<file path="src/rtl/pwm_pkg.sv">
package pwm_pkg;
  function automatic int count_width(input int limit);
    return (limit < 2) ? 1 : $clog2(limit + 1);
  endfunction
endpackage

</file>
<file path="src/rtl/pwm_edge_detect.sv">
module pwm_edge_detect #(
  parameter int NUM_POS = 24
) (
  input  logic               clk,
  input  logic               rst,
  input  logic               pulse_in,
  input  logic [NUM_POS-1:0] marginal_in,
  output logic               rise,
  output logic [NUM_POS-1:0] marginal_q
);
  logic pulse_q;
  logic pulse_qq;

  always_ff @(posedge clk) begin
    if (rst) begin
      pulse_q    <= 1'b0;
      pulse_qq   <= 1'b0;
      marginal_q <= '0;
    end else begin
      pulse_q    <= pulse_in;
      pulse_qq   <= pulse_q;
      marginal_q <= marginal_in;
    end
  end

  assign rise = pulse_q & ~pulse_qq;

  // a detected edge can never repeat on the very next cycle
  assert_single_rise_R5: assert property (@(posedge clk) disable iff (rst)
    rise |=> !rise);
endmodule

</file>
<file path="src/rtl/pwm_edge_counter.sv">
module pwm_edge_counter
  import pwm_pkg::*;
#(
  parameter int EDGES_NEEDED = 3
) (
  input  logic clk,
  input  logic rst,
  input  logic clear,
  input  logic step,
  output logic valid
);
  localparam int CW = count_width(EDGES_NEEDED);
  localparam logic [CW-1:0] LAST = CW'(EDGES_NEEDED - 1);
  localparam logic [CW-1:0] FULL = CW'(EDGES_NEEDED);

  logic [CW-1:0] count;

  always_ff @(posedge clk) begin
    if (rst || clear) begin
      count <= '0;
      valid <= 1'b0;
    end else if (step && count != FULL) begin
      count <= count + 1'b1;
      if (count == LAST) valid <= 1'b1;
    end
  end

  assert_count_bounded_R4: assert property (@(posedge clk) disable iff (rst)
    count <= FULL);

  assert_valid_sticky_R4: assert property (@(posedge clk) disable iff (rst)
    (valid && !clear) |=> valid);

  assert_valid_matches_count_R4: assert property (@(posedge clk) disable iff (rst)
    valid == (count == FULL));

  assert_clear_drops_valid_R6: assert property (@(posedge clk) disable iff (rst)
    clear |=> !valid);
endmodule

</file>
<file path="src/rtl/pwm_accum.sv">
module pwm_accum #(
  parameter int NUM_POS = 24
) (
  input  logic               clk,
  input  logic               rst,
  input  logic               clear,
  input  logic               step,
  input  logic [NUM_POS-1:0] sample,
  output logic [NUM_POS-1:0] acc
);
  localparam logic [NUM_POS-1:0] END_MASK =
    {1'b1, {(NUM_POS-2){1'b0}}, 1'b1};

  for (genvar i = 0; i < NUM_POS; i++) begin : g_pos
    if (i == 0 || i == NUM_POS - 1) begin : g_end
      always_ff @(posedge clk) acc[i] <= 1'b1;
    end else begin : g_mid
      always_ff @(posedge clk) begin
        if (rst || clear)  acc[i] <= 1'b0;
        else if (step)     acc[i] <= acc[i] | sample[i];
      end
    end
  end

  assert_ends_set_R3: assert property (@(posedge clk) disable iff (rst)
    acc[0] && acc[NUM_POS-1]);

  assert_monotonic_R2: assert property (@(posedge clk) disable iff (rst)
    !clear |=> ((acc & $past(acc)) == $past(acc)));

  assert_clear_to_mask_R6: assert property (@(posedge clk) disable iff (rst)
    clear |=> (acc == END_MASK));

  assert_quiet_hold_R5: assert property (@(posedge clk) disable iff (rst)
    (!clear && !step) |=> $stable(acc));
endmodule

</file>
<file path="src/rtl/pulse_window_monitor.sv">
module pulse_window_monitor #(
  parameter int NUM_POS      = 24,
  parameter int EDGES_NEEDED = 3
) (
  input  logic               clk,
  input  logic               rst,
  input  logic               restart,
  input  logic               zoom_in,
  input  logic               pulse_in,
  input  logic [NUM_POS-1:0] marginal_in,
  output logic               zoom_out,
  output logic [NUM_POS-1:0] status_out,
  output logic               valid_out
);
  logic               zoom_q;
  logic               clear;
  logic               rise;
  logic [NUM_POS-1:0] marginal_q;

  always_ff @(posedge clk) begin
    if (rst) zoom_q <= 1'b0;
    else     zoom_q <= zoom_in;
  end

  assign zoom_out = zoom_q;
  assign clear    = restart | (zoom_in ^ zoom_q);

  pwm_edge_detect #(.NUM_POS(NUM_POS)) u_edge (
    .clk(clk), .rst(rst), .pulse_in(pulse_in), .marginal_in(marginal_in),
    .rise(rise), .marginal_q(marginal_q)
  );

  pwm_accum #(.NUM_POS(NUM_POS)) u_acc (
    .clk(clk), .rst(rst), .clear(clear), .step(rise),
    .sample(marginal_q), .acc(status_out)
  );

  pwm_edge_counter #(.EDGES_NEEDED(EDGES_NEEDED)) u_cnt (
    .clk(clk), .rst(rst), .clear(clear), .step(rise), .valid(valid_out)
  );

  assert_zoom_follows_R7: assert property (@(posedge clk) disable iff (rst)
    1'b1 |=> (zoom_out == $past(zoom_in)));

  assert_zoom_change_clears_R7: assert property (@(posedge clk) disable iff (rst)
    (zoom_in != zoom_out) |=> !valid_out);
endmodule

</file>
<file path="config.mk">
export PLATFORM = sky130hd
export DESIGN_NAME = pulse_window_monitor
export DESIGN_NICKNAME = d
export VERILOG_FILES = /design/src/rtl/pwm_pkg.sv /design/src/rtl/pwm_edge_detect.sv /design/src/rtl/pwm_edge_counter.sv /design/src/rtl/pwm_accum.sv /design/src/rtl/pulse_window_monitor.sv
export SDC_FILE = /design/constraint.sdc
export NUM_CORES = 1
export LEC_CHECK = 0
export BUFFER_PORTS_ARGS = -buffer_cell sky130_fd_sc_hd__buf_2
export CAP_MARGIN = 20
export CELL_PAD_IN_SITES_DETAIL_PLACEMENT = 0
export CELL_PAD_IN_SITES_GLOBAL_PLACEMENT = 2
export CORE_ASPECT_RATIO = 1.2
export CORE_UTILIZATION = 25
export DETAILED_ROUTE_END_ITERATION = 6
export PLACE_DENSITY_LB_ADDON = 0.1
export SYNTH_ARGS = -nofsm -noshare
export SYNTH_HDL_FRONTEND = slang
export SYNTH_SLANG_ARGS = --single-unit
</file>
<file path="constraint.sdc">
create_clock -name clk -period 1.15 [get_ports clk]
set_input_delay 0.0575 -clock clk [delete_from_list [all_inputs] [get_ports clk]]
set_output_delay 0.0575 -clock clk [all_outputs]
set_load 0.03 [all_outputs]
</file>
==> impl_metrics.tcl <==
set metrics [dict create \
    fin_skew_ns 0.00470 \
    max_stage_delay_ns 0.36 \
    max_freq_ghz 0.839 \
    grt_pass1_vias 1160 \
    slowest_stage "or3_4" \
    critical-path-top-delay-family "simple AND/OR/NAND/NOR gates" \
    fillCellCount 595 \
    area_delta_synth_final_pct 48.2 \
    tns_ns -0.547 \
    final_common_cell "buf_2" \
    required_ns 1.38 \
    grt_usage_pct 10.8 \
    drt-vias-per-instance 3.92 \
    period_needed_ns 1.19 \
    worstSetupStartpointType "flop" \
    peakVddDrop_mv 0.523 \
    ys_ff_latch 50 \
    setup.worst_path.start "zoom_out" \
    cts-root-buf "clkbuf_8" \
    synth_warnings 0 \
    grt_max_degree 26 \
    place.gp.congestion 0.627 \
    cp-end-kind "flop" \
    antenna_found_initial 0 \
    final-setup-viol-count 25 \
    power_density_mw_per_mm2 1380 \
    die_w_um 73.0 \
    yosysSeqAreaShare_pct 66.3 \
    nets 253 \
    place_inst 270 \
    postCtsSetupRepairBufs 0 \
    worst-path-max-fanout 13 \
    grt_pass1_wl_um 5020 \
    syn_avg_cell_area_um2 10.6 \
    drt-initial-drc-count 30 \
    die_area_mm2 0.00636 \
    worstReg2RegEnd "u_acc.acc[3]" \
    hold_viol 0 \
    r2r_cells 4 \
    initial_utilization_pct 26.3 \
    cts_buffer_depth 2 \
    power_leakage_nw 0.973 \
    wl_um 3250 \
    fp-row-count 30 \
    mostFrequentLayoutCells "buf_2, dfxtp_1, nor2b_1" \
    numCtsBuffers 5 \
    multiInputGateArea_um2 490 \
    place_hpwl_um 2050 \
    wire_per_inst_um 10.7 \
    layout_setup_ws_ns -0.0413 \
    drtAntennaViolNets 0 \
    drive_above_1_share_pct 32.7 \
    crit_chain "xor2_1 -> or3_4 -> buf_8 -> nor2_1" \
    finalCritPeriodShare_pct 104 \
    overflow 0 \
    cap_violations 0 \
    ioPinCount 55 \
    worstHoldPathType "in -> reg" \
    clk_pin_slew_ns 0.08 \
    port_buffers 50 \
    reg2reg_from "zoom_out" \
    synthDistinctLibCells 16 \
    clk_latency_ns 0.29 \
    worstPathArrival_ns 1.43 \
    cts_sinks 50 \
    outcome "finished, violations left" \
    critPathKind "reg -> reg" \
    ff_latch_area_mm2 0.00101 \
    rrSetupSlack_ns -0.04 \
    core_area_mm2 0.00574 \
    diodes 0 \
    grt_setup_unrepaired "yes" \
    failed_checks "negative setup slack" \
    htree_num_levels 2 \
    route.vias.total 1189 \
    synthCells 142 \
    synth_area_mm2 0.00151 \
    dr.pass1.iters 4 \
    worst-path-buf-inv 1 \
    finalMaxSlewViolations 0 \
    setup.worst_path.end "u_acc.acc[3]" \
    layout.cells.non_filler 303 \
    drcViolationCount 0 \
    fp.dieH_um 87.1 \
    cts_tree "done" \
    cp_num_cells 4 \
]
[logic make-up (layout without fill, tap and decap cells)]
family	Yosys count	in the layout	share of synthesized area, %
AOI/OAI and AO/OA	24	24	8.12
DFF	50	50	66.3
adders and majority gates	2	2	1.66
xor gates and xnor gates	2	2	1.16
and+or+nand+nor	53	54	18.1
buffers and inverters	10	89	4.47
other	1	2	0.248
[per-stage QoR]
| stage | area [um2] | utilization, % | hold slack (ns) | power (mW) | setup slack [ns] |
|---|---|---|---|---|---|
| 2_1_floorplan | 1520 | - | 0.119 | 1.96 | -0.0831 |
| 3_3_place_gp | 1860 | 32.3 | 0.268 | 2.03 | -0.276 |
| 3_5_place_dp | 1860 | 32.3 | 0.270 | 2.03 | -0.330 |
| 4_1_cts | 2220 | 38.7 | 0.0483 | 3.14 | -0.0662 |
| 5_1_grt | 2240 | 39.0 | 0.0714 | 3.22 | -0.0899 |
| 6_report | 2240 | 39.0 | 0.0716 | 3.08 | -0.0413 |
[state kept, by name, indices dropped and copies added (netlist names)]
name and flops:
u_cnt.valid 1, u_edge.pulse_q 1, u_edge.pulse_qq 1, u_acc.acc 22, u_edge.marginal_q 22, zoom_out 1, u_cnt.count 2
[report_power, final]
part | total, mW | switching (mW) | internal [mW]
logic | 0.266 | 0.116 | 0.150
clock network | 1.01 | 0.529 | 0.486
registers | 1.80 | 0.0201 | 1.78
[routing by layer]
layer	part of all wire, %	up-vias	wire length (um)	global-route usage [%]
met5	0	-	0	0
met4	1.7	0	56	6.60
met3	5.9	6	190	3.70
met2	52	34	1680	19.1
met1	41	544	1320	10.7
li1	-	605	-	-
[how the worst min path moves through the flow]
stage | start | end | slack (ns) | cells after the start
6_report | restart | u_cnt.count[1] | 0.07 | 3
3_5_place_dp | marginal_in[21] | u_edge.marginal_q[21] | 0.27 | 2
4_1_cts | restart | u_cnt.count[1] | 0.05 | 3
3_3_place_gp | marginal_in[1] | u_edge.marginal_q[1] | 0.27 | 2
5_1_grt | restart | u_cnt.count[1] | 0.07 | 3
2_1_floorplan | rst | zoom_out | 0.12 | 1
[worst reg2reg max path, delay by kind of cell, from the launching register on]
kind,cells,cell delay (ns)
flip-flops,1,0.35
XOR/XNOR,1,0.15
AND/OR/NAND/NOR,2,0.47
buffers and inverters,1,0.17
[synthesized netlist by cell type]
master | count | share of area [%]
or3_1 | 1 | 0.41
buf_4 | 2 | 0.99
xnor2_1 | 1 | 0.58
nor2b_1 | 26 | 11
conb_1 | 1 | 0.25
nor3b_1 | 1 | 0.50
inv_1 | 1 | 0.25
clkbuf_1 | 4 | 0.99
dfxtp_1 | 50 | 66
xor2_1 | 1 | 0.58
buf_6 | 3 | 2.2
nor2_1 | 24 | 6.0
ha_1 | 2 | 1.7
nor2_2 | 1 | 0.41
a21oi_1 | 23 | 7.6
a211oi_1 | 1 | 0.50
[cell type report]
cell class	instances	share of cell area, %
flip-flops and latches	50	44.9
clock inverters	1	0.224
well taps	80	4.47
multi-input cells	84	21.9
repair buffers	80	24.4
inverters	1	0.168
clock buffers	7	3.86
[what timing repair did]
item	in CTS	in global routing
gates resized for setup	6	5
setup endpoints to repair	25	25
hold buffers	24	0
endpoints found under the hold margin	24	0
pin swaps	2	0
cloned	1	0
(Power assumes the default switching activity.)
